==> src/rtl/melody_pkg.sv <==
package melody_pkg;
  localparam int STEP_BITS = 6;
  localparam int NOTE_W    = 3;
  localparam int DIV_W     = 16;
  typedef logic [NOTE_W-1:0]    note_t;
  typedef logic [STEP_BITS-1:0] step_t;
  typedef logic [DIV_W-1:0]     div_t;
  localparam note_t NOTE_REST = '0;
endpackage

==> src/rtl/tick_counter.sv <==
module tick_counter #(
  parameter int CNT_W = 27
) (
  input  logic             clk,
  input  logic             rst,
  input  logic             en,
  output logic [CNT_W-1:0] count
);
  always_ff @(posedge clk) begin
    if (rst)      count <= '0;
    else if (en)  count <= count + 1'b1;
  end
endmodule

==> src/rtl/melody_rom.sv <==
module melody_rom
  import melody_pkg::*;
(
  input  step_t step,
  output note_t note
);
  note_t tail;
  note_t head;

  // notes shared by both halves of the tune (steps 8..31 of each half)
  always_comb begin
    case (step[4:0])
      5'd8, 5'd9, 5'd16:                tail = 3'd5;
      5'd12, 5'd14, 5'd20:              tail = 3'd3;
      5'd18:                            tail = 3'd4;
      5'd22:                            tail = 3'd2;
      5'd24, 5'd25, 5'd26, 5'd27:       tail = 3'd1;
      default:                          tail = NOTE_REST;
    endcase
  end

  // opening bar differs between the halves
  always_comb begin
    case (step[2:0])
      3'd0, 3'd1: head = step[5] ? 3'd6 : 3'd5;
      3'd4:       head = step[5] ? 3'd7 : 3'd3;
      3'd6:       head = step[5] ? 3'd6 : 3'd3;
      default:    head = NOTE_REST;
    endcase
  end

  assign note = (step[4:3] == 2'b00) ? head : tail;
endmodule

==> src/rtl/pitch_table.sv <==
module pitch_table
  import melody_pkg::*;
#(
  parameter int DIV_SHIFT = 0
) (
  input  note_t note,
  output div_t  reload
);
  div_t base;
  always_comb begin
    case (note)
      3'd1:    base = 16'd48112;
      3'd2:    base = 16'd42864;
      3'd3:    base = 16'd38192;
      3'd4:    base = 16'd36048;
      3'd5:    base = 16'd32112;
      3'd6:    base = 16'd28608;
      3'd7:    base = 16'd24064;
      default: base = '0;
    endcase
  end
  assign reload = base >> DIV_SHIFT;
endmodule

==> src/rtl/tone_divider.sv <==
module tone_divider
  import melody_pkg::*;
(
  input  logic clk,
  input  logic rst,
  input  logic en,
  input  div_t reload,
  input  logic rest,
  output div_t remain,
  output logic audio
);
  always_ff @(posedge clk) begin
    if (rst) begin
      remain <= '0;
      audio  <= 1'b0;
    end else if (!en) begin
      audio  <= 1'b0;
    end else if (remain == '0) begin
      remain <= reload;
      audio  <= rest ? 1'b0 : ~audio;
    end else begin
      remain <= remain - 1'b1;
    end
  end
endmodule

==> src/rtl/melody_player.sv <==
module melody_player
  import melody_pkg::*;
#(
  parameter int STEP_LSB  = 21,
  parameter int DIV_SHIFT = 0
) (
  input  logic clk,
  input  logic rst,
  input  logic en,
  output logic audio
);
  localparam int CNT_W = STEP_LSB + STEP_BITS;

  logic [CNT_W-1:0] ticks;
  step_t            step;
  note_t            note;
  div_t             reload;
  div_t             remain;

  tick_counter #(.CNT_W(CNT_W)) u_ticks (
    .clk(clk), .rst(rst), .en(en), .count(ticks)
  );

  assign step = ticks[CNT_W-1:STEP_LSB];

  melody_rom u_rom (.step(step), .note(note));

  pitch_table #(.DIV_SHIFT(DIV_SHIFT)) u_pitch (.note(note), .reload(reload));

  tone_divider u_div (
    .clk(clk), .rst(rst), .en(en), .reload(reload),
    .rest(note == NOTE_REST), .remain(remain), .audio(audio)
  );
endmodule

==> config.mk <==
export PLATFORM = sky130hd
export DESIGN_NAME = melody_player
export DESIGN_NICKNAME = d
export VERILOG_FILES = /design/src/rtl/melody_pkg.sv /design/src/rtl/tick_counter.sv /design/src/rtl/melody_rom.sv /design/src/rtl/pitch_table.sv /design/src/rtl/tone_divider.sv /design/src/rtl/melody_player.sv
export SDC_FILE = /design/constraint.sdc
export NUM_CORES = 1
export LEC_CHECK = 0
export BUFFER_PORTS_ARGS = -buffer_cell sky130_fd_sc_hd__buf_2
export CAP_MARGIN = 20
export CORE_MARGIN = 2
export CORE_UTILIZATION = 56
export DETAILED_ROUTE_END_ITERATION = 8
export PLACE_DENSITY_LB_ADDON = 0.15
export SLEW_MARGIN = 20
export SYNTH_ARGS = -nofsm -noshare
export SYNTH_HDL_FRONTEND = slang
export SYNTH_HIERARCHICAL = 1
export SYNTH_SLANG_ARGS = --single-unit
==> constraint.sdc <==
create_clock -name clk -period 2.1 [get_ports clk]
set_clock_uncertainty 0.1 [all_clocks]
set_input_delay 0.105 -clock clk [delete_from_list [all_inputs] [get_ports clk]]
set_output_delay 0.105 -clock clk [all_outputs]
set_load 0.01 [all_outputs]
-- Yosys cells after proc, flatten, opt, wreduce, memory -nomap -nowiden
Memory sizes are Yosys's and may differ from the RTL's. A register that Yosys moved wholly into a read port is not among the register bits.
Index checks and enable logic that the tools add are counted.
- bits in registers: 44
- bits in latches: 0
- bits in writable memories: 0
- ROM bits: 96
- output and inout bits: 1
- word-level logic and storage cells: 34
- memories kept: 1
- memory list (memory ; words ; width ; rd ports ; clocked after Yosys merged registers in ; write ports ; line ; source):
    (name not given) ; 32 ; 3 ; 1 ; 1 ; 0 ; melody_rom.sv:12 ; case (step[4:0])
- $add $sub $neg: 2
- $mul: 0
- div/mod/pow operators: 0
- order comparisons: 0
- eq/ne operators: 10
- shifts and indexed selects: 0
- muxes and demuxes: 10
- bitwise logic cells: 2
- reduce and logical (&&, ||, !) cells: 6
- operators with widths (operator ; count):
    case mux 16 bit (7 select lines) ; 1
    adder 27 x 1 -> 27 bit, second input constant ; 1
    == test 3 bit, second input constant ; 6
    logical NOT 16 bit ; 1
    two-way mux 16 bit ; 1
    subtractor 16 x 1 -> 16 bit, second input constant ; 1
    two-way mux 5 bit ; 2
    two-way mux 3 bit ; 3
    case mux 3 bit (3 select lines) ; 1
    == test 3 x 1 -> 1 bit, second input constant ; 2
    == test 3 x 2 -> 1 bit, second input constant ; 2
    logical NOT 3 bit ; 2
    OR reduction 2 bit ; 2
    logical NOT 2 bit ; 1
    two-way mux 2 bit ; 1
    inverter 1 bit ; 2
    two-way mux 1 bit ; 1

-- Longest topological paths before layout
- word-level depth: 7
- mapped depth: 10
- gate-level depth less buffers: 8

-- Cells and area by module
The synthesis kept the hierarchy.
- by module, submodules not included (module ; instances ; cells an instance ; area an instance (µm²) ; seq. area each (µm²)):
    tick_counter ; 1 ; 140 ; 1223.7 ; 540.5
    tone_divider ; 1 ; 130 ; 1126.1 ; 340.3
    pitch_table ; 1 ; 25 ; 207.7 ; 0.0
    melody_rom ; 1 ; 21 ; 126.4 ; 0.0
    melody_player ; 1 ; 1 ; 10.0 ; 0.0

-- Worst setup path before layout
Ideal clock, no wire load.
- kind: reg2reg
- start: reg u_ticks.count[0]
- end: reg u_ticks.count[24]
- data arrival time: 1.841 ns
- required time: 1.930 ns
- setup slack: 0.089 ns
- stages on the path, launching flop included: 6
- clock period less this slack: 2.011 ns
- cells stage by stage: dfxtp_1 ha_1 nand3_1 or4_4 or4_1 a21oi_1
- longest elaborated chain between the ends: 1
- RTL lines (what ; line ; source):
    start, declared ; tick_counter.sv:7 ; output logic [CNT_W-1:0] count
    start signal, assigned ; tick_counter.sv:11 ; else if (en) count <= count + 1'b1;
    adder 27 x 1 -> 27 bit ; tick_counter.sv:11 ;
Every way passes these cells.
A chain may end at the register's enable or synchronous reset.

-- Worst setup path after layout
Ends and elaborated chain as after synthesis.

==> results.json <==
{
  "status": "finished clean",
  "path_class": "reg -> reg",
  "synth_edf_count": 0,
  "placed_cells": 383,
  "period_needed_ns": 2.06,
  "detail_route.wl_per_cell_um": 13.9,
  "core_area_um2": 4690,
  "endpoint_kind": "flop",
  "wirelength_mm": 5.46,
  "clock_sinks": 44,
  "post-route-cell-area_um2": 2980,
  "synth_top_flop_cell": "dfxtp_1",
  "cts_max_level": 2,
  "clock.fmax_ghz": 0.485,
  "fin_total_pwr_w": 0.00295,
  "antenna_found_initial": 0,
  "cts_max_path_buffers": 2,
  "pin_count": 4,
  "num_rows": 25,
  "antenna_cells": 0,
  "p_per_area_nw_per_um2": 990,
  "ant_nets": 0,
  "yosysUniqueCellTypes": 61,
  "yosys_warnings": 6,
  "grt_usage": 0.217,
  "dieHeight_um": 73.4,
  "period_share": 0.981,
  "drive_gt1_frac": 0.213,
  "final_common_cell": "dfxtp_1",
  "drt_iter0_markers": 226,
  "area_growth_pct": 10.5,
  "cts_tree": "done",
  "cap_violations": 0,
  "grt_pass1_vias": 2114,
  "die-area_um2": 5380,
  "path_clk_slew_ns": 0.08,
  "p_leak_nw": 1.07,
  "hold_buffers": 0,
  "startpoint_type": "flop",
  "slew_violations": 0,
  "grt_max_degree": 27,
  "synth_area_um2": 2690,
  "clkLatencyLatePin_ns": 0.29,
  "hp-class": "in -> reg",
  "worstPathArrival_ns": 2.18,
  "final_cell_mix": "dfxtp_1, buf_4, nor2_1, a21oi_1, nand3_1",
  "cts_buffers": 5,
  "seq_area_frac_synth": 0.327,
  "setup-violations-final": 0,
  "viasPerCell": 5.98,
  "async_flop_share": 0,
  "ir_drop_mv": 0.507,
  "final_cells": 392,
  "slew_headroom": 0.611,
  "worstMarginPinSlew_ns": 0.582,
  "setup_tns_ns": 0,
  "first_pass_iters": 4,
  "grt_overflow": 0,
  "place_area_um2": 2860,
  "hold_viol": 0,
  "port_buffers": 3,
  "postSynthCellCount": 317,
  "cts_root_buf": "clkbuf_8",
  "vias": 2343,
  "gp_congestion": 0.899,
  "grt_first_pass_wirelength_mm": 9.36,
  "holdWs_ns": 0.0502,
  "path_max_fanout": 8,
  "avgSynthCellArea_um2": 8.50,
  "drc": 0,
  "hpwl_mm": 3.80,
  "start_util": 0.574,
  "cp_data_required_time_ns": 2.22,
  "die_w_um": 73.4,
  "synth_seq_cells": 44,
  "fin_nets": 344
}
==> sequential cells by signal (all words and copies together), names as in the netlist <==
signal / count
u_div/audio: 1
u_ticks/count: 27
u_div/remain: 16
==> critical path, stage by stage, from the launching register on <==
cell,delay (ns)
dfxtp_2,0.36
ha_4,0.14
nand3_1,0.09
or4_4,0.58
or4_1,0.54
a21oi_1,0.18
==> timing repair <==
action,in CTS,in global routing
pin swaps,1,2
setup buffers,0,2
gates resized for setup,0,9
endpoints found under the setup margin,2,10
==> worst paths after layout <==
kind                          from           endpoint  slack, ns  cells past startpoint
hold / removal                 rst   u_ticks/count[4]       0.05                      2
hold reg to reg        u_div/audio        u_div/audio       0.37                      2
setup / recovery  u_ticks/count[0]  u_ticks/count[24]       0.04                      5
setup reg to reg  u_ticks/count[0]  u_ticks/count[24]       0.04                      5
==> synth_stat cells, types with 2 or more instances <==
| cell type | instances | share of area |
|---|---|---|
| dfxtp_1 | 44 | 0.33 |
| nor2_1 | 25 | 0.035 |
| a21oi_1 | 22 | 0.041 |
| nand3_1 | 20 | 0.037 |
| o21ai_0 | 16 | 0.030 |
| inv_1 | 15 | 0.021 |
| nand2_1 | 15 | 0.021 |
| or3_1 | 12 | 0.028 |
| xnor2_1 | 8 | 0.026 |
| clkbuf_1 | 7 | 0.0098 |
| nand4_1 | 7 | 0.016 |
| buf_6 | 6 | 0.025 |
| mux2i_1 | 6 | 0.022 |
| nor3_1 | 6 | 0.011 |
| o21ai_1 | 6 | 0.011 |
| or4_1 | 6 | 0.017 |
| buf_4 | 5 | 0.014 |
| nand2b_1 | 5 | 0.012 |
| o31ai_1 | 5 | 0.014 |
| xor2_1 | 5 | 0.016 |
| a31oi_1 | 4 | 0.0093 |
| and3_1 | 4 | 0.0093 |
| nor4_1 | 4 | 0.0093 |
| a32o_1 | 3 | 0.011 |
| and4_1 | 3 | 0.0098 |
| buf_2 | 3 | 0.0056 |
| ha_1 | 3 | 0.014 |
| mux2_2 | 3 | 0.013 |
| nor2b_1 | 3 | 0.0070 |
| nor4_4 | 3 | 0.024 |
| o311ai_0 | 3 | 0.0098 |
| a221oi_2 | 2 | 0.011 |
| a311oi_1 | 2 | 0.0065 |
| nand4_4 | 2 | 0.016 |
| nor3_2 | 2 | 0.0074 |
| nor3b_1 | 2 | 0.0056 |
| nor4_2 | 2 | 0.0093 |
| o211ai_1 | 2 | 0.0056 |
| or2_2 | 2 | 0.0046 |
| or3_2 | 2 | 0.0056 |
| or4_4 | 2 | 0.0084 |
==> report_power, final <==
part           internal (W)  switching (W)
sequential         0.000952       0.000147
clock              0.000225       0.000277
combinational      0.000629       0.000719
==> cell type report <==
cell class              instances  area, µm²
flip-flops and latches         44        888
repair buffers                 33        253
well taps                      54       67.6
clock buffers                   5       68.8
inverters                      15       56.3
multi-input cells             239       1630
fillers                       402       1710
clock inverters                 2       12.5
==> through the flow <==
| step | setup slack, ns | util |
|---|---|---|
| after global placement | 0.0632 | 0.609 |
| after detailed placement | -0.0329 | 0.609 |
| final | 0.0389 | 0.635 |
| after floorplan | 0.0890 | - |
| after global routing | -0.0160 | 0.635 |
| after CTS | 0.0508 | 0.627 |
==> layer usage <==
layer | part of all wire | up-vias | routed length (µm) | track usage
met3 | 0.043 | 8 | 235 | 0.0425
li1 | - | 1203 | - | -
met5 | 0 | - | 0 | 0
met4 | 0.0081 | 0 | 44 | 0.0646
met1 | 0.51 | 1079 | 2790 | 0.312
met2 | 0.44 | 53 | 2390 | 0.329
==> cells by family (layout without fill, tap and decap cells) <==
group           count (synthesis)  in the layout  synth area share
simple gates                  136            136             0.325
xor+xnor                       13             13            0.0423
buf+inv                        37             55            0.0771
mux                             9              9            0.0348
fa+ha+maj                       3              3            0.0139
compound gates                 74             74             0.178
other cells                     1              4           0.00139
flops                          44             44             0.327
Note: power is estimated with default switching activity, not from simulation.
